--- src/rtl/acc_pkg.sv ---
package acc_pkg;
   typedef enum logic [2:0] {
      ST_IDLE  = 3'd0,
      ST_CLEAR = 3'd1,
      ST_READ  = 3'd2,
      ST_ADD   = 3'd3,
      ST_WRITE = 3'd4
   } acc_state_e;

   function automatic int sum_width(input int data_w, input int count);
      return data_w + $clog2(count);
   endfunction
endpackage

--- src/rtl/acc_seq_ctrl.sv ---
module acc_seq_ctrl
   import acc_pkg::*;
#(
   parameter bit ACK_REGISTERED = 1'b1
) (
   input  logic clk,
   input  logic rst_n,
   input  logic tok_i,
   input  logic rd_empty_i,
   input  logic wr_full_i,
   input  logic loop_last_i,
   output logic clr_o,
   output logic pop_o,
   output logic add_o,
   output logic push_o,
   output logic ack_o
);
   acc_state_e state_q, state_d;

   always_comb begin
      state_d = state_q;
      unique case (state_q)
         ST_IDLE:  if (tok_i) state_d = ST_CLEAR;
         ST_CLEAR: state_d = ST_READ;
         ST_READ:  if (!rd_empty_i) state_d = ST_ADD;
         ST_ADD:   state_d = loop_last_i ? ST_WRITE : ST_READ;
         ST_WRITE: if (!wr_full_i) state_d = ST_IDLE;
         default:  state_d = ST_IDLE;
      endcase
   end

   always_ff @(posedge clk) begin
      if (!rst_n) state_q <= ST_IDLE;
      else        state_q <= state_d;
   end

   assign clr_o  = (state_q == ST_CLEAR);
   assign pop_o  = (state_q == ST_READ)  && !rd_empty_i;
   assign add_o  = (state_q == ST_ADD);
   assign push_o = (state_q == ST_WRITE) && !wr_full_i;

   generate
      if (ACK_REGISTERED) begin : g_ack_reg
         logic ack_q;
         always_ff @(posedge clk) begin
            if (!rst_n) ack_q <= 1'b0;
            else        ack_q <= push_o;
         end
         assign ack_o = ack_q;
      end else begin : g_ack_comb
         assign ack_o = push_o;
      end
   endgenerate
endmodule

--- src/rtl/acc_word_path.sv ---
module acc_word_path
   import acc_pkg::*;
#(
   parameter int DATA_W = 16,
   parameter int COUNT  = 8,
   localparam int SUM_W = sum_width(DATA_W, COUNT),
   localparam int IDX_W = $clog2(COUNT + 1)
) (
   input  logic              clk,
   input  logic              rst_n,
   input  logic              clr_i,
   input  logic              pop_i,
   input  logic              add_i,
   input  logic [DATA_W-1:0] rd_data_i,
   output logic [SUM_W-1:0]  sum_o,
   output logic              last_o
);
   localparam logic [IDX_W-1:0] LAST_IDX = IDX_W'(COUNT - 1);

   logic [DATA_W-1:0] word_q;
   logic [SUM_W-1:0]  sum_q;
   logic [IDX_W-1:0]  idx_q;

   always_ff @(posedge clk) begin
      if (!rst_n) begin
         word_q <= '0;
         sum_q  <= '0;
         idx_q  <= '0;
      end else begin
         if (pop_i) word_q <= rd_data_i;
         if (clr_i) begin
            sum_q <= '0;
            idx_q <= '0;
         end else if (add_i) begin
            sum_q <= sum_q + SUM_W'(word_q);
            idx_q <= idx_q + 1'b1;
         end
      end
   end

   assign sum_o  = sum_q;
   assign last_o = (idx_q == LAST_IDX);
endmodule

--- src/rtl/acc_token_filter.sv ---
module acc_token_filter
   import acc_pkg::*;
#(
   parameter int DATA_W          = 16,
   parameter int COUNT           = 8,
   parameter bit ACK_REGISTERED  = 1'b1,
   localparam int SUM_W          = sum_width(DATA_W, COUNT)
) (
   input  logic              clk,
   input  logic              rst_n,
   input  logic              tok_i,
   output logic              ack_o,
   input  logic [DATA_W-1:0] rd_data_i,
   input  logic              rd_empty_i,
   output logic              rd_pop_o,
   output logic [SUM_W-1:0]  wr_data_o,
   input  logic              wr_full_i,
   output logic              wr_push_o
);
   generate
      if (DATA_W < 1) begin : g_bad_width
         $error("acc_token_filter: DATA_W must be at least 1");
      end
      if (COUNT < 1) begin : g_bad_count
         $error("acc_token_filter: COUNT must be at least 1");
      end
   endgenerate

   logic clr, add, last;

   acc_seq_ctrl #(.ACK_REGISTERED(ACK_REGISTERED)) u_ctrl (
      .clk         (clk),
      .rst_n       (rst_n),
      .tok_i       (tok_i),
      .rd_empty_i  (rd_empty_i),
      .wr_full_i   (wr_full_i),
      .loop_last_i (last),
      .clr_o       (clr),
      .pop_o       (rd_pop_o),
      .add_o       (add),
      .push_o      (wr_push_o),
      .ack_o       (ack_o)
   );

   acc_word_path #(.DATA_W(DATA_W), .COUNT(COUNT)) u_path (
      .clk       (clk),
      .rst_n     (rst_n),
      .clr_i     (clr),
      .pop_i     (rd_pop_o),
      .add_i     (add),
      .rd_data_i (rd_data_i),
      .sum_o     (wr_data_o),
      .last_o    (last)
   );
endmodule

--- config.mk ---
export PLATFORM = sky130hd
export DESIGN_NAME = acc_token_filter
export DESIGN_NICKNAME = d
export VERILOG_FILES = /design/src/rtl/acc_pkg.sv /design/src/rtl/acc_seq_ctrl.sv /design/src/rtl/acc_word_path.sv /design/src/rtl/acc_token_filter.sv
export SDC_FILE = /design/constraint.sdc
export NUM_CORES = 1
export LEC_CHECK = 0
export ABC_CLOCK_PERIOD_IN_PS = 2660
export BUFFER_PORTS_ARGS = -buffer_cell sky130_fd_sc_hd__buf_2
export CAP_MARGIN = 20
export CORE_ASPECT_RATIO = 0.6
export CORE_MARGIN = 8
export CORE_UTILIZATION = 35
export DETAILED_ROUTE_END_ITERATION = 12
export SLEW_MARGIN = 20
export SYNTH_ARGS = -nofsm -noshare
export SYNTH_HDL_FRONTEND = slang
export SYNTH_SLANG_ARGS = --single-unit
--- constraint.sdc ---
create_clock -name clk -period 2.66 [get_ports clk]
set_input_delay 0.399 -clock clk [delete_from_list [all_inputs] [get_ports clk]]
set_output_delay 0.399 -clock clk [all_outputs]
set_load 0.05 [all_outputs]
==> reports/qor.yml <==
run_status:
  status: "finished, final reports clean"
logic_synthesis:
  synthAdderAreaFrac: 0.0926
  synthXorXnorAreaFrac: 0.0383
  synth_ff_type: "dfxtp_1"
  syn_inst: 306
  synthMuxAreaShare: 0.00796
  yosys_warnings: 0
  yosysTopAreaCell: "dfxtp_1"
  syn_area_um2: 2510
  yosys.area.top_type_share: 0.342
  ys_types: 54
  synth_seq_cells: 43
  synth_top_family_by_area: "simple AND/OR/NAND/NOR gates"
  syn_nets: 345
  synthTopCellsByArea: "dfxtp_1, nand2_1, ha_1, a21oi_1, a21boi_0"
  synthSimpleGateAreaFrac: 0.244
  synth_area_per_cell_um2: 8.21
  synth_seq_area_share: 0.342
  postSynth.asyncResetShare: 0
  synth_edf_count: 0
  synth_compound_area_frac: 0.237
hold_path:
  hold_path_end: "u_ctrl.state_q[0]"
  hp-class: "in2reg"
  min_path_cells: 2
  worstHoldStart: "rd_empty_i"
setup_path:
  timing.rr.start: "u_path.sum_o[0]"
  slowest_delay_ps: 400
  start_kind: "flip-flop"
  r2r-end: "u_path.sum_o[14]"
  ff2ff_path_depth: 10
  required_ps: 2880
  cp_max_fo: 3
  path_class: "reg2reg"
  r2r_slack_ps: 300
  worst_setup_path_end_kind: "flip-flop"
  arrival_ps: 2580
  crit_chain: "ha_1 -> inv_1 -> fa_1 -> and2b_2 -> o2111ai_2 -> nand3_2 -> nand2_2 -> o21a_1 -> or4_1 -> a31oi_1"
  slowest_stage: "or4_1"
sta:
  fin_crit_sh: 0.889
  period_minus_slack_ps: 2360
  max_freq_mhz: 423
  finalWorstSetupSlack_ps: 296
  relSlewSlack: 0.644
  finalSetupViolations: 0
  clock_skew_ps: 4.64
  setup_tns_ps: 0
  finalMaxSlewViolations: 0
  hold_viol_final: 0
  tightest_slew_ps: 534
  rsz0062_at_grt: "no"
layout:
  drive_gt1_frac: 0.201
  final_nets: 387
  fillCellCount: 722
  n_antenna_cell: 0
  syn_to_final_growth_pct: 18.6
clock_tree:
  post_cts_buffers: 0
  ctsResizeCount: 0
  clock-sinks: 43
  cts_buffers: 5
  root_buffer: "clkbuf_16"
  cts_tree: "yes"
  clockBufferDepth: 2
  cts_hold_buf: 0
  clk_latency_ps: 290
  h-tree-depth: 2
  clk_pin_slew_worst_paths_ps: 60
global_routing:
  grt-ovfl-total: 0
  grt_pass1_wl_um: 10900
  grt_max_degree: 23
  grt_pass1_vias: 2133
  gr-usage-all-layers: 0.135
  antenna_found_initial: 0
placed_design:
  hpwl_um: 5200
  io_buffers: 42
  pre_cts_ws_ps: 295
  globalplace.congestion: 0.892
drt:
  vias: 2266
  ant_nets: 0
  drc: 0
  drt_iter0_markers: 142
  post_drt_wl_per_cell_um: 15.2
  via_per_inst: 5.15
  routed_wl_um: 6680
  firstDrtPassIters: 4
die:
  die_height_um: 81.6
  num_rows: 24
  coreArea_um2: 7120
  ios: 43
  die_area_um2: 10200
  die_w_um: 125
  initial_core_util: 0.353
pwr:
  pwr_density_cell_nw_per_um2: 516
  ir_drop_mv: 0.227
  leakagePower_nw: 1.24
run:
  drv_cap: 0
[per-layer routing]
| metal | GRT usage | share of wire | up-vias |
|---|---|---|---|
| met4 | 0.0398 | 0.011 | 0 |
| li1 | - | - | 1171 |
| met1 | 0.200 | 0.56 | 1014 |
| met3 | 0.0337 | 0.059 | 6 |
| met2 | 0.184 | 0.36 | 75 |
| met5 | 0 | 0 | - |
[cell usage after synthesis, types with 6 or more instances]
cell and instances:
a21boi_0 17, a21o_1 6, a21oi_1 27, clkbuf_1 7, dfxtp_1 43, ha_1 17, nand2_1 58, nand3_1 9
nor2_1 21, o21ai_0 8, or3_1 6, xor2_1 6
[per-stage QoR]
step | utilization | cells | instance area (um2) | power, mW | hold WS (ps)
floorplan | - | 306 | 2510 | 0.760 | 447
global placement | 0.394 | 432 | 2800 | 0.801 | 460
detailed placement | 0.394 | 432 | 2800 | 0.803 | 469
CTS | 0.419 | 440 | 2980 | 1.55 | 322
global route | 0.419 | 440 | 2980 | 1.60 | 329
finish | 0.419 | 440 | 2980 | 1.54 | 332
[layout by cell type, fill, tap and decap left out, types with 2 or more instances in the layout]
cell | Yosys | layout
a21oi_1 | 27 | 27
a21o_1 | 6 | 6
nor2b_1 | 2 | 2
inv_1 | 5 | 5
buf_2 | 2 | 42
a31oi_1 | 5 | 5
buf_4 | 0 | 5
ha_1 | 17 | 17
xor2_1 | 6 | 6
a211oi_1 | 3 | 3
nor3_1 | 5 | 5
and2_1 | 2 | 2
nand4_1 | 3 | 3
nand2_1 | 58 | 58
o21ai_1 | 2 | 2
and3_1 | 3 | 3
dfxtp_1 | 43 | 43
or3_1 | 6 | 6
mux2i_1 | 2 | 2
nor2_1 | 21 | 21
and2b_2 | 3 | 3
nand2b_1 | 3 | 3
xnor2_1 | 5 | 5
nand3_1 | 9 | 9
clkbuf_16 | 0 | 5
a21boi_0 | 17 | 17
a21oi_2 | 3 | 3
or4_1 | 2 | 2
o21a_1 | 3 | 3
o21ai_0 | 8 | 8
o211ai_1 | 3 | 3
[layout make-up]
cell class / count / area, um2 / share of cell area
clock buffer: 6 / 139 / 0.0466
clock inverter: 2 / 38.8 / 0.0130
inverter: 6 / 22.5 / 0.00756
multi-input combinational: 245 / 1560 / 0.523
sequential: 43 / 861 / 0.289
tap: 91 / 114 / 0.0382
timing repair buffer: 47 / 248 / 0.0831
[critical path, delay by kind of cell (launching register included)]
family | cells | cell delay (ps)
compound gates | 3 | 500
fa+ha+maj | 2 | 550
buf+inv | 1 | 60
simple gates | 4 | 830
flops | 1 | 350
[how the worst max path moves through the flow]
stage                         start                to  slack (ps)
floorplan           u_path.sum_o[0]  u_path.sum_o[14]          70
global placement    u_path.sum_o[0]  u_path.sum_o[14]         380
detailed placement  u_path.sum_o[0]  u_path.sum_o[14]         290
CTS                 u_path.sum_o[0]  u_path.sum_o[14]         280
global route        u_path.sum_o[0]  u_path.sum_o[14]         110
finish              u_path.sum_o[0]  u_path.sum_o[14]         300
[logic make-up after synthesis]
| logic type | count (synthesis) |
|---|---|
| and+or+nand+nor | 128 |
| buffers and inverters | 18 |
| muxes | 2 |
| xor gates and xnor gates | 11 |
| DFF | 43 |
| AOI/OAI and AO/OA | 86 |
| adders and majority gates | 18 |
[where the power goes]
part | switching [mW] | internal [mW]
logic | 0.0769 | 0.0430
clock network | 0.277 | 0.473
registers | 0.0115 | 0.657
total | 0.365 | 1.17
[state kept, by name (all words and copies together), names as in the netlist]
register / cells
u_path.idx_q: 4
u_path.sum_o: 19
u_ctrl.ack_o: 1
u_path.word_q: 16
u_ctrl.state_q: 3
Note: power is estimated with default switching activity, not from simulation.
